File: src/rtl/bce_pkg.sv
package bce_pkg;
    localparam int NB      = 8;
    localparam int DATA_W  = 8 * NB;
    localparam int ID_W    = 29;
    localparam int LEN_W   = 4;
    localparam int ADDR_W  = 24;
    localparam int ROW_B   = 64;
    localparam int ROW_W   = $clog2(ROW_B);

    // control byte positions
    localparam int IDX_MODE = 4;
    localparam int IDX_CMD  = 5;

    // mode bits
    localparam int M_UNLOCK = 0;
    localparam int M_EONLY  = 1;
    localparam int M_AERASE = 2;
    localparam int M_AINC   = 3;
    localparam int M_ACK    = 4;
    localparam logic [7:0] MODE_RST = 8'h1C;

    typedef enum logic [7:0] {
        CMD_NOP   = 8'h00,
        CMD_RESET = 8'h01,
        CMD_INIT  = 8'h02,
        CMD_RUN   = 8'h03
    } cmd_e;

    typedef struct packed {
        logic              pend_rd;
        logic              mem_req;
        logic              mem_wr;
        logic              mem_erase;
        logic              mem_eonly;
        logic [ADDR_W-1:0] mem_addr;
        logic [LEN_W-1:0]  mem_len;
        logic [DATA_W-1:0] mem_wdata;
        logic              tx_valid;
        logic [LEN_W-1:0]  tx_len;
        logic [DATA_W-1:0] tx_data;
        logic              p_reset;
        logic              p_init;
        logic              p_run;
    } eng_st_t;
endpackage

File: src/rtl/bce_frame_buf.sv
module bce_frame_buf
    import bce_pkg::*;
(
    input  logic              clk,
    input  logic              rst_n,
    input  logic              in_valid,
    input  logic [ID_W-1:0]   in_id,
    input  logic [LEN_W-1:0]  in_len,
    input  logic [DATA_W-1:0] in_data,
    input  logic              take,
    output logic              out_valid,
    output logic [ID_W-1:0]   out_id,
    output logic [LEN_W-1:0]  out_len,
    output logic [DATA_W-1:0] out_data
);
    typedef struct packed {
        logic              v;
        logic [ID_W-1:0]   id;
        logic [LEN_W-1:0]  len;
        logic [DATA_W-1:0] data;
    } fb_t;

    fb_t fb_d, fb_q;

    always_comb begin
        fb_d = fb_q;
        if (take) fb_d.v = 1'b0;
        if (!fb_q.v && in_valid) begin
            fb_d.v    = 1'b1;
            fb_d.id   = in_id;
            fb_d.len  = in_len;
            fb_d.data = in_data;
        end
    end

    always_ff @(posedge clk) begin
        if (!rst_n) fb_q <= '0;
        else        fb_q <= fb_d;
    end

    assign out_valid = fb_q.v;
    assign out_id    = fb_q.id;
    assign out_len   = fb_q.len;
    assign out_data  = fb_q.data;
endmodule

File: src/rtl/bce_ctrl_regs.sv
module bce_ctrl_regs
    import bce_pkg::*;
(
    input  logic              clk,
    input  logic              rst_n,
    input  logic [NB-1:0]     byte_we,
    input  logic [DATA_W-1:0] byte_wd,
    input  logic              ptr_we,
    input  logic [ADDR_W-1:0] ptr_wd,
    output logic [DATA_W-1:0] regs_q
);
    localparam int PTR_B = ADDR_W / 8;

    for (genvar i = 0; i < NB; i++) begin : g_byte
        localparam logic [7:0] RV = (i == IDX_MODE) ? MODE_RST : 8'h00;
        logic [7:0] b_d, b_q;
        always_comb begin
            b_d = b_q;
            if (byte_we[i]) b_d = byte_wd[8*i +: 8];
            if (i < PTR_B && ptr_we) b_d = ptr_wd[8*(i % PTR_B) +: 8];
        end
        always_ff @(posedge clk) begin
            if (!rst_n) b_q <= RV;
            else        b_q <= b_d;
        end
        assign regs_q[8*i +: 8] = b_q;
    end
endmodule

File: src/rtl/bootcmd_engine.sv
module bootcmd_engine
    import bce_pkg::*;
#(
    parameter bit READ_EN = 1'b1
) (
    input  logic              clk,
    input  logic              rst_n,
    input  logic              rx_valid,
    input  logic [ID_W-1:0]   rx_id,
    input  logic [LEN_W-1:0]  rx_len,
    input  logic [DATA_W-1:0] rx_data,
    output logic              rx_busy,
    input  logic              mem_idle,
    output logic              mem_req,
    output logic              mem_wr,
    output logic              mem_erase,
    output logic              mem_erase_only,
    output logic [ADDR_W-1:0] mem_addr,
    output logic [LEN_W-1:0]  mem_len,
    output logic [DATA_W-1:0] mem_wdata,
    input  logic              mem_rvalid,
    input  logic [DATA_W-1:0] mem_rdata,
    output logic              tx_valid,
    output logic [LEN_W-1:0]  tx_len,
    output logic [DATA_W-1:0] tx_data,
    output logic              dev_reset,
    output logic              chk_init,
    output logic              chk_run
);
    localparam logic [LEN_W-1:0] FULL = LEN_W'(NB);

    logic              fb_valid;
    logic [ID_W-1:0]   fb_id;
    logic [LEN_W-1:0]  fb_len;
    logic [DATA_W-1:0] fb_data;
    logic              go;
    logic [NB-1:0]     byte_we;
    logic              ptr_we;
    logic [ADDR_W-1:0] ptr_wd;
    logic [DATA_W-1:0] ctrl_q;
    logic [ADDR_W-1:0] ptr_q;
    logic [7:0]        mode_q;
    logic [7:0]        cmd_q;
    eng_st_t           st_d, st_q;

    bce_frame_buf u_buf (
        .clk(clk), .rst_n(rst_n),
        .in_valid(rx_valid), .in_id(rx_id), .in_len(rx_len), .in_data(rx_data),
        .take(go),
        .out_valid(fb_valid), .out_id(fb_id), .out_len(fb_len), .out_data(fb_data)
    );

    bce_ctrl_regs u_regs (
        .clk(clk), .rst_n(rst_n),
        .byte_we(byte_we), .byte_wd(fb_data),
        .ptr_we(ptr_we), .ptr_wd(ptr_wd),
        .regs_q(ctrl_q)
    );

    assign ptr_q  = ctrl_q[ADDR_W-1:0];
    assign mode_q = ctrl_q[8*IDX_MODE +: 8];
    assign cmd_q  = ctrl_q[8*IDX_CMD +: 8];
    assign go     = fb_valid && mem_idle && !st_q.pend_rd;

    always_comb begin
        logic             is_get, is_data;
        logic [LEN_W-1:0] len_c;
        logic [7:0]       new_mode, new_cmd;

        is_get   = fb_id[1];
        is_data  = fb_id[0];
        len_c    = (fb_len > FULL) ? FULL : fb_len;
        new_mode = mode_q;
        new_cmd  = cmd_q;
        byte_we  = '0;
        ptr_we   = 1'b0;
        ptr_wd   = ptr_q + ADDR_W'(len_c);

        st_d          = st_q;
        st_d.mem_req  = 1'b0;
        st_d.tx_valid = 1'b0;
        st_d.p_reset  = 1'b0;
        st_d.p_init   = 1'b0;
        st_d.p_run    = 1'b0;

        if (st_q.pend_rd && mem_rvalid) begin
            st_d.pend_rd  = 1'b0;
            st_d.tx_valid = 1'b1;
            st_d.tx_len   = FULL;
            st_d.tx_data  = mem_rdata;
        end

        if (go) begin
            if (!is_get) begin
                if (!is_data) begin
                    for (int i = 0; i < NB; i++) byte_we[i] = (i < int'(len_c));
                    if (byte_we[IDX_MODE]) new_mode = fb_data[8*IDX_MODE +: 8];
                    if (byte_we[IDX_CMD])  new_cmd  = fb_data[8*IDX_CMD +: 8];
                    case (new_cmd)
                        CMD_RESET: st_d.p_reset = 1'b1;
                        CMD_INIT:  st_d.p_init  = 1'b1;
                        CMD_RUN:   st_d.p_run   = 1'b1;
                        default:   ;
                    endcase
                end else if (mode_q[M_UNLOCK] && len_c != '0) begin
                    st_d.mem_req   = 1'b1;
                    st_d.mem_wr    = 1'b1;
                    st_d.mem_addr  = ptr_q;
                    st_d.mem_len   = len_c;
                    st_d.mem_wdata = fb_data;
                    st_d.mem_erase = mode_q[M_AERASE] && (ptr_q[ROW_W-1:0] == '0);
                    st_d.mem_eonly = mode_q[M_EONLY];
                    ptr_we         = mode_q[M_AINC];
                end
                if (READ_EN && new_mode[M_ACK]) begin
                    st_d.tx_valid = 1'b1;
                    st_d.tx_len   = '0;
                    st_d.tx_data  = '0;
                end
            end else if (READ_EN) begin
                if (is_data) begin
                    st_d.mem_req   = 1'b1;
                    st_d.mem_wr    = 1'b0;
                    st_d.mem_addr  = ptr_q;
                    st_d.mem_len   = FULL;
                    st_d.mem_erase = 1'b0;
                    st_d.mem_eonly = 1'b0;
                    st_d.pend_rd   = 1'b1;
                    ptr_wd         = ptr_q + ADDR_W'(NB);
                    ptr_we         = mode_q[M_AINC];
                end else begin
                    st_d.tx_valid = 1'b1;
                    st_d.tx_len   = FULL;
                    st_d.tx_data  = '0;
                    st_d.tx_data[ADDR_W-1:0]         = ptr_q;
                    st_d.tx_data[8*IDX_MODE +: 8]    = mode_q;
                end
            end
        end
    end

    always_ff @(posedge clk) begin
        if (!rst_n) st_q <= '0;
        else        st_q <= st_d;
    end

    assign rx_busy        = fb_valid;
    assign mem_req        = st_q.mem_req;
    assign mem_wr         = st_q.mem_wr;
    assign mem_erase      = st_q.mem_erase;
    assign mem_erase_only = st_q.mem_eonly;
    assign mem_addr       = st_q.mem_addr;
    assign mem_len        = st_q.mem_len;
    assign mem_wdata      = st_q.mem_wdata;
    assign tx_valid       = st_q.tx_valid;
    assign tx_len         = st_q.tx_len;
    assign tx_data        = st_q.tx_data;
    assign dev_reset      = st_q.p_reset;
    assign chk_init       = st_q.p_init;
    assign chk_run        = st_q.p_run;
endmodule

File: config.mk
export PLATFORM = sky130hd
export DESIGN_NAME = bootcmd_engine
export DESIGN_NICKNAME = d
export VERILOG_FILES = /design/src/rtl/bce_pkg.sv /design/src/rtl/bce_frame_buf.sv /design/src/rtl/bce_ctrl_regs.sv /design/src/rtl/bootcmd_engine.sv
export SDC_FILE = /design/constraint.sdc
export NUM_CORES = 1
export LEC_CHECK = 0
export ABC_AREA = 0
export BUFFER_PORTS_ARGS = -buffer_cell sky130_fd_sc_hd__clkbuf_2
export CAP_MARGIN = 25
export CELL_PAD_IN_SITES_DETAIL_PLACEMENT = 0
export CELL_PAD_IN_SITES_GLOBAL_PLACEMENT = 1
export CORE_UTILIZATION = 41
export CTS_CLUSTER_DIAMETER = 120
export CTS_CLUSTER_SIZE = 24
export DETAILED_ROUTE_END_ITERATION = 8
export HOLD_SLACK_MARGIN = 0.02
export PLACE_DENSITY = 0.94
export SYNTH_ARGS = -nofsm -noshare
export SYNTH_HDL_FRONTEND = slang
export SYNTH_SLANG_ARGS = --single-unit
File: constraint.sdc
create_clock -name clk -period 7.2 [get_ports clk]
set_clock_uncertainty 0.2 [all_clocks]
set_input_delay 0 -clock clk [delete_from_list [all_inputs] [get_ports clk]]
set_output_delay 0 -clock clk [all_outputs]
set_load 0.01 [all_outputs]
==> out/qor.yml <==
clocking:
  post_cts_buffers: 0
  clk_path_buf_depth: 3
  cts_tree: "yes"
  htreeDepth: 1
  cts_root_buf: "clkbuf_16"
  cts_made_buffers: 15
  clk_pin_slew_worst_paths_ns: 0.10
  cts_sinks: 280
  insertion_delay_ns: 0.51
timing:
  whs_ns: 0.06398
  final-hold-violation-count: 0
  worst_slew_pin_slew_ns: 0.9444
  fin_ws_ns: 4.120
  setup_tns_ns: 0
  rsz0062_at_grt: "no"
  max-slew-margin-rel_pct: 37.04
  timing.final.crit_share_pct: 42.77
  fmax_mhz: 324.7
  finalSetupViolCount: 0
  slew_viol_final: 0
  period_needed_ns: 3.080
final_layout:
  final_cell_mix: "nand2_1 (460), clkbuf_2 (307), dfxtp_1 (280), dlygate4sd3_1 (218), a21oi_1 (212)"
  layout_commonest_cell: "nand2_1"
  fin_area_mm2: 0.01530
  areaGrowthSynthToFinish_pct: 25.80
  fin_nets: 1984
  postLayoutCoreUtil_pct: 52.87
  drive_gt1_share_pct: 19.76
global_route:
  grt_antenna_before_repair: 1
  grt_pass1_wl_um: 55750
  grt_pass1_vias: 10836
  overflow: 0
  grtUsageTotal_pct: 22.57
  grt_max_degree: 126
setup_path:
  ff2ff_path_depth: 7
  r2r-end: "tx_data[31]"
  endpoint_kind: "flip-flop"
  crit_family: "buffers and inverters"
  reg2reg_slack_ns: 4.12
  crit_buf_inv: 2
  critical_path_arrival_ns: 3.25
  path_cells: "o21ai_0, a211oi_1, a211oi_1, o21ai_4, buf_4, a21oi_1, dlygate4sd3_1"
  crit_top_cell: "a211oi_1"
  criticalPathCategory: "reg -> reg"
  required_ns: 7.37
  slowest_stage: "dlygate4sd3_1"
  crit_path_max_incr_delay_ns: 0.60
  path_max_fanout: 67
  r2r-start: "u_buf.out_len[2]"
  crit_path_start_kind: "flip-flop"
hold_path:
  worstHoldStart: "rx_data[50]"
  worstHoldPathType: "in -> reg"
  hold_depth: 4
  min_to: "u_buf.out_data[50]"
route:
  finalWirelength_um: 35480
  drt-pass1-iter-count: 5
  drc: 0
  final_antenna_net_count: 0
  drt_iter0_drc: 687
  via_per_inst: 5.051
  routed-via-count: 11096
  wire_per_inst_um: 16.15
synth:
  syn_area_per_cell_um2: 8.006
  synthesis.area_mm2: 0.01216
  synth_seq_area_share_pct: 46.10
  postSynthNetCount: 1691
  synth-main-ff-cell: "dfxtp_1"
  yosysUniqueCellTypes: 70
  yosys_warnings: 0
  synth-edff-count: 0
  ys_seq_elements: 280
  async_flop_share_pct: 0
  syn_inst: 1519
floorplanning:
  io-pin-count: 335
  die_x_um: 174.2
  rows: 62
  start_util_pct: 42.03
  coreArea_mm2: 0.02894
  die_area_mm2: 0.03035
  die_y_um: 174.2
placed_design:
  place_area_mm2: 0.01267
  place.gp.congestion: 0.8370
  dp_hpwl_um: 21960
  port_buffers: 307
  dp_slack_ns: 4.331
power:
  ir_drop_mv: 0.1476
  leakagePower_nw: 6.004
  power_density_mw_per_mm2: 179.8
run_status:
  run_status: "complete, no violations"
flow_run:
  cap_violations: 0
[state kept, by name, indices dropped and copies added, names as in the netlist]
| signal | flops |
|---|---|
| mem_wr | 1 |
| u_buf.out_valid | 1 |
| mem_wdata | 64 |
| st_q | 1 |
| tx_valid | 1 |
| mem_erase_only | 1 |
| tx_len | 4 |
| tx_data | 64 |
| u_buf.out_id | 2 |
| dev_reset | 1 |
| chk_init | 1 |
| chk_run | 1 |
| mem_erase | 1 |
| mem_addr | 24 |
| mem_req | 1 |
| u_buf.out_data | 64 |
| mem_len | 4 |
| u_buf.out_len | 4 |
| u_regs.g_byte.b_q | 40 |
[power by group]
| group | leakage (nW) | total (mW) | internal (mW) | switching, mW |
|---|---|---|---|---|
| sequential | 2.27 | 1.61 | 1.57 | 0.0321 |
| clock | 0.194 | 0.892 | 0.382 | 0.510 |
| combinational | 3.54 | 0.251 | 0.133 | 0.119 |
[worst min-delay path: stages]
cell and delay (ns):
dlygate4sd3_1 0.54, clkbuf_2 0.10, nand2_1 0.04, a21oi_1 0.05
[per-stage QoR]
stage                     total power, mW  std cells
after floorplan                     1.728       1519
after global placement              1.802       1959
after CTS                           2.773       2193
after detailed placement            1.805       1959
after global routing                2.855       2197
final                               2.750       2197
[kinds of logic after synthesis]
logic type / share of synthesized area [%]
simple gates: 20.47
flops: 46.10
buf+inv: 13.51
fa+ha+maj: 0.6791
mux: 3.622
xor+xnor: 0.2161
compound gates: 15.41
[timing repair]
action | 4_1_cts | 5_1_grt
endpoints found under the hold margin | 153 | 1
gates resized for setup | 0 | 0
hold buffers | 217 | 1
[metal layers]
metal  wire (um)  vias to the layer above  GRT usage [%]
met2       16820                      369          39.16
li1            -                     5493              -
met1       15690                     5185          28.33
met4         837                        0          6.506
met5           0                        -              0
met3        2122                       49          4.178
[cell usage after synthesis (2+ instances only)]
cell type  number  area share, %
nand2_1       460             14
dfxtp_1       280             46
a21oi_1       212            8.7
buf_4         160            9.9
clkbuf_1       71            2.2
mux2i_1        44            3.6
o21ai_0        40            1.6
nor2_1         34            1.0
buf_2          28            1.2
nand3_1        25            1.0
a31oi_1        19           0.98
or4_1           8           0.49
a22oi_1         7           0.43
and3_1          7           0.36
o311ai_0        7           0.50
nand3b_1        6           0.37
nor2b_1         6           0.31
or3_1           6           0.31
a21o_1          5           0.31
ha_1            5           0.51
nor3_1          5           0.21
o211ai_1        5           0.31
a211oi_1        4           0.25
a21boi_0        4           0.25
and2_1          4           0.21
inv_1           4           0.12
nand4_1         3           0.15
nand4b_1        3           0.22
o22ai_1         3           0.15
a211o_1         2           0.14
a2bb2oi_1       2           0.14
a311oi_1        2           0.14
a31o_1          2           0.14
and4b_1         2           0.16
nand2b_1        2           0.10
nand4_2         2           0.21
nor3b_1         2           0.12
nor4_1          2           0.10
o21a_1          2           0.12
o21bai_1        2           0.12
o31a_1          2           0.14
xnor2_1         2           0.14
[cell type report]
cell class	instances	area, um2
Inverter	4	20.02
Timing Repair Buffer	538	3849
Antenna cell	1	2.502
Clock buffer	15	375.4
Tap cell	384	480.5
Clock inverter	2	17.52
Multi-Input combinational cell	973	4949
Fill cell	2625	13640
Sequential cell	280	5605
[worst max-delay path by stage]
| stage | slack [ns] | from | end | cells past startpoint |
|---|---|---|---|---|
| after floorplan | 4.46 | u_buf.out_len[3] | u_regs.g_byte[1].b_q[6] | 10 |
| after global placement | 4.39 | u_buf.out_len[3] | u_regs.g_byte[1].b_q[6] | 8 |
| after detailed placement | 4.33 | u_buf.out_len[3] | u_regs.g_byte[1].b_q[2] | 8 |
| after CTS | 4.16 | u_buf.out_len[2] | tx_data[30] | 7 |
| after global routing | 3.99 | u_buf.out_len[2] | tx_data[48] | 7 |
| final | 4.12 | u_buf.out_len[2] | tx_data[31] | 7 |
Note: power is estimated with default switching activity, not from simulation.
